===== src/rtl/fracn_pkg.sv =====
package fracn_pkg;
  localparam int FRAC_W = 2;
  localparam int PHASES = 1 << FRAC_W;

  typedef struct packed {
    logic              carry;
    logic [FRAC_W-1:0] sum;
  } acc_step_t;

  // modulo-PHASES addition of the fraction into the accumulator
  function automatic acc_step_t acc_add(input logic [FRAC_W-1:0] acc,
                                        input logic [FRAC_W-1:0] frac);
    logic [FRAC_W:0] t;
    acc_step_t r;
    t = {1'b0, acc} + {1'b0, frac};
    r.carry = t[FRAC_W];
    r.sum   = t[FRAC_W-1:0];
    return r;
  endfunction
endpackage


===== src/rtl/fracn_accum.sv =====
module fracn_accum
  import fracn_pkg::*;
(
  input  logic              clk,
  input  logic              rst_n,
  input  logic              step,
  input  logic [FRAC_W-1:0] frac_in,
  output logic              carry_nxt,
  output logic              mod_ctl,
  output logic [FRAC_W-1:0] phase_idx
);
  acc_step_t nxt;
  logic [FRAC_W-1:0] acc_q;
  logic              mod_q;

  always_comb nxt = acc_add(acc_q, frac_in);
  assign carry_nxt = nxt.carry;

  always_ff @(posedge clk) begin
    if (!rst_n) begin
      acc_q <= '0;
      mod_q <= 1'b0;
    end else if (step) begin
      acc_q <= nxt.sum;
      mod_q <= nxt.carry;
    end
  end

  assign mod_ctl   = mod_q;
  assign phase_idx = acc_q;

  AST_IDX_HOLD: assert property (@(posedge clk) disable iff (!rst_n)
    !step |=> ($stable(phase_idx) && $stable(mod_ctl)));
  AST_ZERO_FRAC: assert property (@(posedge clk) disable iff (!rst_n)
    (step && frac_in == '0) |=> (!mod_ctl && phase_idx == $past(phase_idx)));
  AST_BALANCE: assert property (@(posedge clk) disable iff (!rst_n)
    step |=> ({mod_ctl, phase_idx} == (3'($past(phase_idx)) + 3'($past(frac_in)))));
endmodule


===== src/rtl/fracn_divcnt.sv =====
module fracn_divcnt #(
  parameter int N_W = 8
) (
  input  logic           clk,
  input  logic           rst_n,
  input  logic           en,
  input  logic [N_W-1:0] n_in,
  input  logic           carry_in,
  output logic           div_pulse
);
  localparam int CW = N_W + 1;

  logic [CW-1:0] cnt_q;
  logic [CW-1:0] reload_w;
  logic          term;

  assign term      = (cnt_q == '0);
  assign reload_w  = CW'(n_in) + CW'(carry_in) - CW'(1);
  assign div_pulse = en & term;

  always_ff @(posedge clk) begin
    if (!rst_n)      cnt_q <= '0;
    else if (en) begin
      if (term)      cnt_q <= reload_w;
      else           cnt_q <= cnt_q - CW'(1);
    end
  end

  AST_PULSE_SINGLE: assert property (@(posedge clk) disable iff (!rst_n)
    div_pulse |=> !div_pulse);
  AST_HOLD_OFF: assert property (@(posedge clk) disable iff (!rst_n)
    !en |=> $stable(cnt_q));
endmodule


===== src/rtl/fracn_phase_ctrl.sv =====
module fracn_phase_ctrl
  import fracn_pkg::*;
#(
  parameter int N_W = 8
) (
  input  logic              clk,
  input  logic              rst_n,
  input  logic              en,
  input  logic [N_W-1:0]    n_int,
  input  logic [FRAC_W-1:0] frac,
  output logic              div_pulse,
  output logic              mod_ctl,
  output logic [FRAC_W-1:0] phase_idx
);
  localparam int CW = N_W + 1;

  logic carry_w;

  fracn_accum u_accum (
    .clk       (clk),
    .rst_n     (rst_n),
    .step      (div_pulse),
    .frac_in   (frac),
    .carry_nxt (carry_w),
    .mod_ctl   (mod_ctl),
    .phase_idx (phase_idx)
  );

  fracn_divcnt #(.N_W(N_W)) u_cnt (
    .clk       (clk),
    .rst_n     (rst_n),
    .en        (en),
    .n_in      (n_int),
    .carry_in  (carry_w),
    .div_pulse (div_pulse)
  );

  // period checker: enabled cycles since the last pulse against the promised length
  logic [CW-1:0] since_q, gap_q;
  logic          seen_q;
  always_ff @(posedge clk) begin
    if (!rst_n) begin
      since_q <= '0;
      gap_q   <= '0;
      seen_q  <= 1'b0;
    end else if (div_pulse) begin
      since_q <= '0;
      gap_q   <= CW'(n_int) + CW'(carry_w);
      seen_q  <= 1'b1;
    end else if (en) begin
      since_q <= since_q + CW'(1);
    end
  end

  AST_PERIOD: assert property (@(posedge clk) disable iff (!rst_n)
    (seen_q && div_pulse) |-> ((since_q + CW'(1)) == gap_q));
  AST_N_MIN: assert property (@(posedge clk) disable iff (!rst_n)
    div_pulse |-> (n_int >= N_W'(4)));
endmodule


===== config.mk =====
export PLATFORM = sky130hd
export DESIGN_NAME = fracn_phase_ctrl
export DESIGN_NICKNAME = d
export VERILOG_FILES = /design/src/rtl/fracn_pkg.sv /design/src/rtl/fracn_accum.sv /design/src/rtl/fracn_divcnt.sv /design/src/rtl/fracn_phase_ctrl.sv
export SDC_FILE = /design/constraint.sdc
export NUM_CORES = 1
export LEC_CHECK = 0
export ABC_AREA = 1
export CAP_MARGIN = 30
export CORE_MARGIN = 2
export CORE_UTILIZATION = 55
export CTS_CLUSTER_DIAMETER = 80
export DETAILED_ROUTE_END_ITERATION = 16
export PLACE_DENSITY = 0.94
export SETUP_SLACK_MARGIN = 0.2
export SYNTH_ARGS = -nofsm -noshare
export SYNTH_HDL_FRONTEND = slang
export SYNTH_HIERARCHICAL = 1
export SYNTH_SLANG_ARGS = --single-unit

===== constraint.sdc =====
create_clock -name clk -period 5.7 [get_ports clk]
set_input_delay 0.855 -clock clk [delete_from_list [all_inputs] [get_ports clk]]
set_output_delay 0.855 -clock clk [all_outputs]
set_load 0.01 [all_outputs]

==> results.txt <==
----------------------------------------------------
[Critical path]
  Critical path fanouts, max ... 9
  Timing startpoint of the critical path ... en
  Critical path buffers and inverters ... 3
  Launch point of the worst reg-to-reg path ... u_accum/phase_idx[0]
  Start-to-end type of the worst setup path ... input pin to output port
  CP Cell Sequence ... clkdlybuf4s50_1, inv_2, nor2_4, nand2_2, nor2_4, clkdlybuf4s50_1
  Crit path launch type ... input pin
  Nature of the critical path endpoint ... output port
  Cell depth of the worst setup path ... 6
  Worst setup path endpoint ... div_pulse
  Family of cells with the greatest summed delay on the critical path ... buffers and inverters
  Arrival time at the worst endpoint ... 2.61 ns
  Worst reg2reg setup slack ... 3.57 ns
  Critical Path Slowest Stage Cell ... clkdlybuf4s50_1
  Length in cells of the worst reg-to-reg path ... 11
  Maximum single-stage delay on the critical path ... 0.63 ns
  Req. time, crit path ... 4.85 ns
  Crit Reg-Reg Endpoint ... u_cnt/cnt_q[2]

[Drt]
  Remaining DRCs ... 0
  ANT nets after route ... 0
  Final routed wire length divided by cell count ... 11.9 um
  Post-detailed-routing wire length ... 2.13 mm
  Detailed-route vias per instance ... 5.34
  Via count ... 956
  Initial DRT Pass Iterations ... 4
  1st-iter DRT viols ... 29

[GRT]
  Total overflow reported by the global router ... 0
  Maximum number of pins on one net before global-route repair ... 10
  Vias in the first global route ... 920
  First-pass GRT wire length ... 3.53 mm
  Total global-route track usage ... 24.2%
  Number of antenna violations at the first check in global routing ... 0

[STA]
  Transition time of the tightest slew-check pin ... 0.276 ns
  Final setup violation count ... 0
  Accumulated negative setup slack ... 0 ns
  Layout Skew ... 0.000238 ns
  Share of the clock period used by the worst path after layout ... 60.7%
  Final worst hold slack ... 0.492 ns
  Final number of hold-violating endpoints ... 0
  Max-slew headroom at the worst pin ... 81.5%
  RSZ-0062 raised after global routing ... no
  Final critical delay including setup and external delays ... 3.46 ns
  Count of final max-slew check failures ... 0
  Fmax achieved ... 289 MHz

[Die]
  Total number of placement rows ... 14
  Horiz. Die Dim ... 45.0 um
  Initial Util ... 60.1%
  Area of the core region ... 1540 sq um
  Die Area ... 2030 sq um
  Die Height ... 45.0 um
  Number of top-level pins ... 17

[Clock network]
  Number of gates given a new drive strength after cts ... 0
  Clock sink total ... 12
  Clock-pin slew reported for the worst setup and hold paths after clock tree synthesis ... 0.08 ns
  Clock Latency Late Sink ... 0.28 ns
  Post-cts hold buffer count ... 0
  Root Driver ... clkbuf_4
  Clock tree from TritonCTS ... yes
  Inserted Clock Buffers ... 3
  # H-tree levels ... 1
  Number of buffers added for setup after CTS ... 0
  CTS Buffer Depth ... 2

[Layout]
  Footprint of the multi-input gates ... 583 sq um
  Number of cells in the finished layout apart from fillers ... 179
  ANT cells ... 0
  Flip-flop and latch area ... 240 sq um
  Layout net count ... 183
  Fraction of final layout cells with drive strength greater than 1 ... 9.82%
  Fill cell instance count of the final layout ... 138
  Area Growth Syn to Fin ... 22.8%

[Power]
  PD cells ... 279 nW/um^2
  VDD IR max ... 0.000205 V
  Static Leakage ... 0.529 nW
  Post-layout total power ... 317 uW

[Synth]
  Number of synthesis warnings ... 6
  Number of instances in the synthesized netlist ... 144
  Avg Inst Size Synth ... 6.43 sq um
  Post-synthesis instance area ... 926 sq um
  Number of distinct library cells after synthesis ... 23
  Register area share after synthesis ... 25.9%
  Mapped Nets ... 163
  Number of synthesized register bits ... 12

[Status]
  Status ... finished clean

[Min path]
  Worst Hold Depth ... 2
  Path class of the lowest-slack min-delay path ... flip-flop to flip-flop

[Place]
  Final Wtd Congestion ... 0.804
  Number of port buffers ... 16
  Hpwl dp ... 1.70 mm
  Number of cells after detailed placement ... 175

[Job]
  Maximum Capacitance Violations ... 0

----------------------------------------------------
-- through the flow --
step / setup WS, ns / util, % / cell area [sq um]
5_1_grt: 2.15 / 73.8 / 1140
4_1_cts: 2.23 / 73.8 / 1140
2_1_floorplan: 3.26 / - / 926
3_5_place_dp: 2.24 / 71.4 / 1100
6_report: 2.24 / 73.8 / 1140
3_3_place_gp: 2.29 / 71.4 / 1100
-- sequential cells by signal (all words and copies together) (netlist names) --
signal	count
u_accum/mod_ctl	1
u_accum/phase_idx	2
u_cnt/cnt_q	9
-- tightest hold or removal path, stage by stage (launching register included) --
cell	delay [ns]
dfxtp_1	0.33
nand2_1	0.06
a21oi_1	0.05
-- area by class of cell --
| type | instances | share of cell area (%) |
|---|---|---|
| multi-input cells | 105 | 51.3 |
| flip-flops and latches | 12 | 21.1 |
| repair buffers | 16 | 14.1 |
| inverters | 26 | 8.58 |
| clock buffers | 4 | 3.19 |
| well taps | 16 | 1.76 |
-- synth_stat cells --
library cell,number,area (sq um)
o21bai_1,1,7.51
nand3_4,1,17.5
a21oi_1,7,35.0
dfxtp_1,12,240
a21oi_2,1,8.76
o21ai_1,3,15.0
nor2_2,1,6.26
o21ai_0,7,35.0
fa_1,1,20.0
clkinv_1,1,3.75
nand3_1,19,95.1
nor2_4,5,56.3
buf_2,1,5.00
nand2_1,29,109
xor2_1,1,8.76
o31ai_1,1,7.51
inv_1,24,90.1
nand2_2,2,12.5
inv_2,1,3.75
or2_2,1,6.26
nor2_1,18,67.6
ha_1,5,62.6
nand4_1,2,12.5
-- worst min-delay path by stage --
stage,from,to
finish,u_cnt/cnt_q[6],u_cnt/cnt_q[6]
global route,u_accum/phase_idx[1],u_accum/phase_idx[1]
CTS,u_cnt/cnt_q[6],u_cnt/cnt_q[6]
detailed placement,u_cnt/cnt_q[6],u_cnt/cnt_q[6]
global placement,u_accum/mod_ctl,u_accum/mod_ctl
floorplan,u_cnt/cnt_q[6],u_cnt/cnt_q[6]
-- power breakdown --
part | switching, mW | total [mW] | internal, mW
logic | 0.0824 | 0.139 | 0.0568
clock network | 0.0300 | 0.0689 | 0.0389
registers | 0.0124 | 0.109 | 0.0965
-- cells by family (layout without fill, tap and decap cells) --
logic type / Yosys count / after routing / synth area share, %
flops: 12 / 12 / 25.9
buf+inv: 27 / 46 / 11.1
xor+xnor: 1 / 1 / 0.946
fa+ha+maj: 6 / 6 / 8.92
compound gates: 20 / 20 / 11.8
simple gates: 78 / 78 / 41.4
-- per-layer routing --
layer | GRT usage (%) | routed length (um) | vias up
li1 | - | - | 500
met1 | 24.6 | 911 | 433
met2 | 45.4 | 1120 | 16
met3 | 6.80 | 69 | 7
met4 | 10.0 | 36 | 0
met5 | 0 | 0 | -
-- cells in the final DEF (no fill, tap or decap), types with 2 or more instances in the layout --
cell type        instances
nor2_4                   5
nand2_1                 29
nand3_1                 19
dfxtp_1                 12
nand4_1                  2
inv_1                   24
clkbuf_4                 3
nor2_1                  18
clkdlybuf4s50_1         16
o21ai_1                  3
ha_1                     5
o21ai_0                  7
a21oi_1                  7
nand2_2                  2
No activity file was read; power rests on OpenSTA's default activity.
